## src/rtl/rfc_pkg.sv

```systemverilog
package rfc_pkg;
  // register selector decoded from the byte offset
  typedef enum logic [1:0] {
    RSEL_NUM  = 2'd0,
    RSEL_DEN  = 2'd1,
    RSEL_NONE = 2'd2
  } rsel_e;

  // outcome of one incrementer evaluation
  typedef enum logic [1:0] {
    STEP_HOLD  = 2'd0,
    STEP_FRAC  = 2'd1,
    STEP_EVERY = 2'd2
  } step_kind_e;
endpackage

```

## src/rtl/rfc_regs.sv

```systemverilog
module rfc_regs
  import rfc_pkg::*;
#(
  parameter int ADDR_W = 8,
  parameter int DATA_W = 32,
  parameter int FRAC_W = 12,
  parameter logic [ADDR_W-1:0] NUM_OFFS = 8'h10,
  parameter logic [ADDR_W-1:0] DEN_OFFS = 8'h14,
  parameter logic [DATA_W-1:0] NUM_RST = 32'd4,
  parameter logic [DATA_W-1:0] DEN_RST = 32'd25
) (
  input  logic              clk,
  input  logic              rst,
  input  logic              wr,
  input  logic [ADDR_W-1:0] addr,
  input  logic [DATA_W-1:0] wdata,
  output logic [DATA_W-1:0] rdata,
  output logic [DATA_W-1:0] num_word,
  output logic [DATA_W-1:0] den_word,
  output logic [FRAC_W-1:0] num_f,
  output logic [FRAC_W-1:0] den_f
);
  localparam int NREG = 2;
  localparam logic [ADDR_W-1:0] OFFS [NREG] = '{NUM_OFFS, DEN_OFFS};
  localparam logic [DATA_W-1:0] RSTV [NREG] = '{NUM_RST, DEN_RST};

  logic [NREG-1:0]   hit;
  logic [DATA_W-1:0] regs [NREG];
  logic [DATA_W-1:0] rd_mux;
  logic [DATA_W-1:0] rdata_q;

  for (genvar g = 0; g < NREG; g++) begin : g_dec
    assign hit[g] = (addr == OFFS[g]);
  end

  always_ff @(posedge clk) begin
    if (rst) begin
      for (int i = 0; i < NREG; i++) regs[i] <= RSTV[i];
    end else if (wr) begin
      for (int i = 0; i < NREG; i++)
        if (hit[i]) regs[i] <= wdata;
    end
  end

  always_comb begin
    rd_mux = '0;
    for (int i = 0; i < NREG; i++)
      if (hit[i]) rd_mux = regs[i];
  end

  always_ff @(posedge clk) begin
    if (rst) rdata_q <= '0;
    else     rdata_q <= rd_mux;
  end

  assign rdata    = rdata_q;
  assign num_word = regs[int'(RSEL_NUM)];
  assign den_word = regs[int'(RSEL_DEN)];
  assign num_f    = num_word[FRAC_W-1:0];
  assign den_f    = den_word[FRAC_W-1:0];
endmodule

```

## src/rtl/rfc_frac_acc.sv

```systemverilog
module rfc_frac_acc
  import rfc_pkg::*;
#(
  parameter int FRAC_W = 12,
  localparam int ACC_W = FRAC_W + 1
) (
  input  logic             clk,
  input  logic             rst,
  input  logic [FRAC_W-1:0] num,
  input  logic [FRAC_W-1:0] den,
  input  logic             corr,
  output logic             step,
  output logic [ACC_W-1:0] acc
);
  localparam int SUM_W = ACC_W + 1;

  logic [ACC_W-1:0] acc_q, acc_d;
  logic [SUM_W-1:0] sum, den_x;
  step_kind_e       kind;

  always_comb begin
    sum   = {1'b0, acc_q} + SUM_W'(num);
    den_x = SUM_W'(den);
    if (den == '0)               kind = STEP_HOLD;
    else if (num >= den)         kind = STEP_EVERY;
    else if (sum >= den_x)       kind = STEP_FRAC;
    else                         kind = STEP_HOLD;
  end

  always_comb begin
    unique case (kind)
      STEP_EVERY: acc_d = '0;
      STEP_FRAC:  acc_d = ACC_W'(sum - den_x);
      default:    acc_d = (den == '0) ? acc_q : ACC_W'(sum);
    endcase
    if (corr) acc_d = '0;
  end

  always_ff @(posedge clk) begin
    if (rst) acc_q <= '0;
    else     acc_q <= acc_d;
  end

  assign step = (kind != STEP_HOLD);
  assign acc  = acc_q;
endmodule

```

## src/rtl/rfc_count.sv

```systemverilog
module rfc_count #(
  parameter int CNT_W = 64
) (
  input  logic             clk,
  input  logic             rst,
  input  logic             step,
  output logic [CNT_W-1:0] count
);
  logic [CNT_W-1:0] cnt_q;

  always_ff @(posedge clk) begin
    if (rst)       cnt_q <= '0;
    else if (step) cnt_q <= cnt_q + CNT_W'(1);
  end

  assign count = cnt_q;
endmodule

```

## src/rtl/rfc_counter.sv

```systemverilog
module rfc_counter #(
  parameter int ADDR_W = 8,
  parameter int DATA_W = 32,
  parameter int FRAC_W = 12,
  parameter int CNT_W  = 64,
  parameter logic [ADDR_W-1:0] NUM_OFFS = 8'h10,
  parameter logic [ADDR_W-1:0] DEN_OFFS = 8'h14,
  parameter logic [DATA_W-1:0] NUM_RST  = 32'd4,
  parameter logic [DATA_W-1:0] DEN_RST  = 32'd25
) (
  input  logic              clk,
  input  logic              rst,
  input  logic              reg_wr,
  input  logic [ADDR_W-1:0] reg_addr,
  input  logic [DATA_W-1:0] reg_wdata,
  output logic [DATA_W-1:0] reg_rdata,
  input  logic              corr_tick,
  output logic [CNT_W-1:0]  count
);
  localparam int ACC_W = FRAC_W + 1;

  logic [DATA_W-1:0] num_word, den_word;
  logic [FRAC_W-1:0] num_f, den_f;
  logic              step;
  logic [ACC_W-1:0]  acc;

  rfc_regs #(
    .ADDR_W(ADDR_W), .DATA_W(DATA_W), .FRAC_W(FRAC_W),
    .NUM_OFFS(NUM_OFFS), .DEN_OFFS(DEN_OFFS),
    .NUM_RST(NUM_RST), .DEN_RST(DEN_RST)
  ) u_regs (
    .clk(clk), .rst(rst), .wr(reg_wr), .addr(reg_addr), .wdata(reg_wdata),
    .rdata(reg_rdata), .num_word(num_word), .den_word(den_word),
    .num_f(num_f), .den_f(den_f)
  );

  rfc_frac_acc #(.FRAC_W(FRAC_W)) u_acc (
    .clk(clk), .rst(rst), .num(num_f), .den(den_f), .corr(corr_tick),
    .step(step), .acc(acc)
  );

  rfc_count #(.CNT_W(CNT_W)) u_cnt (
    .clk(clk), .rst(rst), .step(step), .count(count)
  );
endmodule

```

## config.mk

```make
export PLATFORM = sky130hd
export DESIGN_NAME = rfc_counter
export DESIGN_NICKNAME = d
export VERILOG_FILES = /design/src/rtl/rfc_pkg.sv /design/src/rtl/rfc_regs.sv /design/src/rtl/rfc_frac_acc.sv /design/src/rtl/rfc_count.sv /design/src/rtl/rfc_counter.sv
export SDC_FILE = /design/constraint.sdc
export NUM_CORES = 1
export LEC_CHECK = 0
export BUFFER_PORTS_ARGS = -buffer_cell sky130_fd_sc_hd__buf_2
export CAP_MARGIN = 20
export CORE_UTILIZATION = 50
export DETAILED_ROUTE_END_ITERATION = 10
export PLACE_DENSITY = 0.72
export SETUP_SLACK_MARGIN = 0.2
export SYNTH_ARGS = -nofsm -noshare
export SYNTH_HDL_FRONTEND = slang
export SYNTH_SLANG_ARGS = --single-unit
```

## constraint.sdc

```tcl
create_clock -name clk -period 6.2 [get_ports clk]
set_clock_uncertainty 0.1 [all_clocks]
set_input_delay 0.62 -clock clk [delete_from_list [all_inputs] [get_ports clk]]
set_output_delay 0.62 -clock clk [all_outputs]
set_load 0.1 [all_outputs]
```

==> flow_summary.ini <==
[power_and_ir_drop]
worst_ir_drop_vdd_uv = 219
switching_share_pct = 31.5
switchingPower_mw = 1.09
power_frac_clock_pct = 34.5
power.sequential.fraction_pct = 36.9
power.density_cell_area_nw_per_um2 = 354
power.share.combinational_pct = 28.7
internal_dissipation_mw = 2.36
static-leakage-power_nw = 4.22

[cts]
path_clk_slew_ns = 0.07
cts.repair_timing.setup_buffer_count = 0
clock_sinks = 173
clock-root-buffer = clkbuf_16
cts_tree = yes
clk_latency_ns = 0.43
number_of_cts_inserted_buffers = 17
cts.htree.levels = 4
clockBufferDepth = 2

[route]
drt_pass1_iterations = 5
first_iter_violations = 425
drcViolationCount = 0
vias = 6159
wl_mm = 17.8
route.detailed.wl_per_inst_um = 15.3
ant_nets = 0
avgViaCountPerCell = 5.29

[floorplan]
coreArea_um2 = 15900
fp.dieArea_um2 = 16800
start_util_pct = 51.3
die_height_um = 130
io-pin-count = 140
die_width_um = 130
core.rowCount = 46

[yosys]
synthDistinctLibCells = 61
synth-edff-count = 64
post_synth_instance_area_um2 = 8150
synth_common_cells = nor2_1 (119), dfxtp_1 (109), edfxtp_1 (64)
synth.net_count = 883
yosys-top-cells-area = dfxtp_1 (27%), edfxtp_1 (24%), ha_1 (6.1%)
number_of_synthesized_register_bits = 173
ys_seq_area_share_pct = 50.4
postSynth.topFlopCell = dfxtp_1
netlist.area_leader.share_pct = 26.8
post_synth.cell_area_avg_um2 = 10.2
netlist.top_cell.by_area = dfxtp_1
async_reset_ff_share_pct = 0
post_synth_inst_count = 797
synth-warning-count = 0
post-synth-top-count-cell = nor2_1

[place]
dp_hpwl_mm = 12.3
input_output_buffers = 139
finalWeightedCongestion = 0.935
detailed_place.area_um2 = 9060

[worst_setup_path]
worst_ep_arrival_time_ns = 5.72
max_stage_delay_ns = 0.55
cp_num_buf_inv = 0
path_delay_family = simple AND/OR/NAND/NOR gates
cp_slowest_cell = or4b_4
timing.critical_path.cells = ha_1 > a211oi_1 > o21bai_1 > a21oi_1 > o21ai_0 > xor2_1 > ha_1 > nand4_1 > a211oi_1 > a2111oi_1 > o21ai_1 > a211oi_1 > o221ai_1 > nand3_1 > ha_1 > and3b_1 > and2b_2 > nand3_4 > or4b_4 > nor3_1 > xnor2_1 > nor2_1
criticalPathCategory = flop to flop
worstSetupEndpointType = flop
start_kind = flop
timing.critical_path.fanout_max = 7
cp.required_ns = 6.39

[sta]
holdWs_ns = 0.369
max_freq_mhz = 181
slew-limit-headroom_pct = 41.2
drv_slew = 0
final_min_period_over_clock_period_pct = 89.2
final.setup.tns_ns = 0
finalCriticalPeriod_ns = 5.53
setup-violations-final = 0
rsz0062_at_grt = false
finalHoldViolations = 0
max_slew.worst_pin.slew_ns = 0.882

[grt]
number_of_antenna_violations_at_the_first_check_in_global_routing = 3
grt-ovfl-total = 0
first_global_vias = 5701
first_pass_grt_wire_length_mm = 28.1
grt_start_max_net_pins = 69
track_usage_pct = 21.8

[layout]
layout-drive-gt1-share_pct = 20.5
n_antenna_cell = 0
layout.cell_area.non_filler_um2 = 9740
final_nets = 1022
area_delta_synth_final_pct = 19.5

[run]
cap_violations = 0

[run_status]
status = completed

[worst_hold_path]
worstHoldPathType = primary input to flop
layout by cell type (no fill, tap or decap), types with 6 or more instances in the layout:
master	count
nand2_1	42
nand4_1	14
buf_2	139
dfxtp_1	109
and3_1	8
ha_1	40
edfxtp_1	64
inv_1	26
mux2i_1	34
a211oi_1	6
and4_1	6
a21oi_1	28
o21a_1	6
xnor2_1	31
xor2_1	43
nor2_1	118
nor2b_1	7
buf_4	8
or3_1	15
a21o_1	8
nor3_1	15
nand3_1	28
and2_1	36
clkbuf_16	17
o21ai_0	27
path summary, 6_finish.rpt:
| kind | from | to | slack [ns] | depth (start not counted) |
|---|---|---|---|---|
| setup / recovery | u_regs.regs[0][1] | u_cnt.count[46] | 0.67 | 22 |
| hold / removal | reg_wdata[2] | u_regs.regs[0][2] | 0.37 | 2 |
| setup reg to reg | u_regs.regs[0][1] | u_cnt.count[46] | 0.67 | 22 |
| hold reg to reg | u_regs.regs[0][12] | u_regs.rdata[12] | 0.38 | 2 |
worst register-to-register path, cell delays in order (launching register included):
cell and delay [ns]:
edfxtp_1 0.44, ha_1 0.34, a211oi_1 0.25, o21bai_1 0.13, a21oi_1 0.24, o21ai_0 0.13, xor2_1 0.18, ha_1 0.41
nand4_1 0.14, a211oi_1 0.25, a2111oi_1 0.15, o21ai_1 0.23, a211oi_1 0.11, o221ai_1 0.23, nand3_1 0.14, ha_1 0.29
and3b_1 0.28, and2b_2 0.26, nand3_4 0.12, or4b_4 0.55, nor3_1 0.23, xnor2_1 0.16, nor2_1 0.06
logic make-up (layout without fill, tap and decap cells):
logic type / Yosys count / after routing / synth area share, %
AO/OA/AOI/OAI: 105 / 105 / 8.31
adder cells (fa/ha/maj): 42 / 42 / 6.63
AND/OR/NAND/NOR: 316 / 316 / 19.9
multiplexers: 34 / 34 / 4.18
buffers and inverters: 53 / 205 / 2.64
XOR/XNOR: 74 / 74 / 7.95
flip-flops: 173 / 173 / 50.4
layout make-up:
cell class,instances,area [µm²]
clock buffers,18,429
clock inverters,14,231
well taps,216,270
inverters,26,97.6
repair buffers,147,756
multi-input cells,571,3850
fillers,1366,6140
flip-flops and latches,173,4100
through the flow:
stage / worst slack, ns / power (mW) / utilization, % / std cells
floorplan: 1.25 / 2.07 / - / 797
global placement: 0.866 / 2.26 / 57.0 / 1133
detailed placement: 0.624 / 2.26 / 57.0 / 1133
CTS: 0.590 / 3.45 / 61.2 / 1165
global route: 0.244 / 3.62 / 61.3 / 1165
finish: 0.668 / 3.45 / 61.3 / 1165
power groups by stage:
| stage | Sequential, mW | Combinational, mW | Clock [mW] |
|---|---|---|---|
| final | 1.27 | 0.989 | 1.19 |
| after global routing | 1.28 | 1.09 | 1.25 |
| after CTS | 1.27 | 0.973 | 1.20 |
| after detailed placement | 1.30 | 0.965 | 0 |
| after global placement | 1.29 | 0.961 | 0 |
| after floorplan | 1.34 | 0.731 | 0 |
registers in the layout (all words and copies together) (netlist names):
signal	cells
u_cnt.count	64
u_regs.regs	64
u_regs.rdata	32
u_acc.acc	13
timing repair:
action,in CTS,in global routing
gates resized for setup,0,5
hold buffers,0,0
hold endpoints to repair,0,0
endpoints found under the setup margin,0,25
layer usage:
metal,track usage (%),wire length [µm],vias up
met5,0,22,-
met4,8.62,370,4
met3,5.45,1060,31
met2,35.0,8360,164
met1,28.3,7980,2865
li1,-,-,3095
No activity file was read; power rests on OpenSTA's default activity.
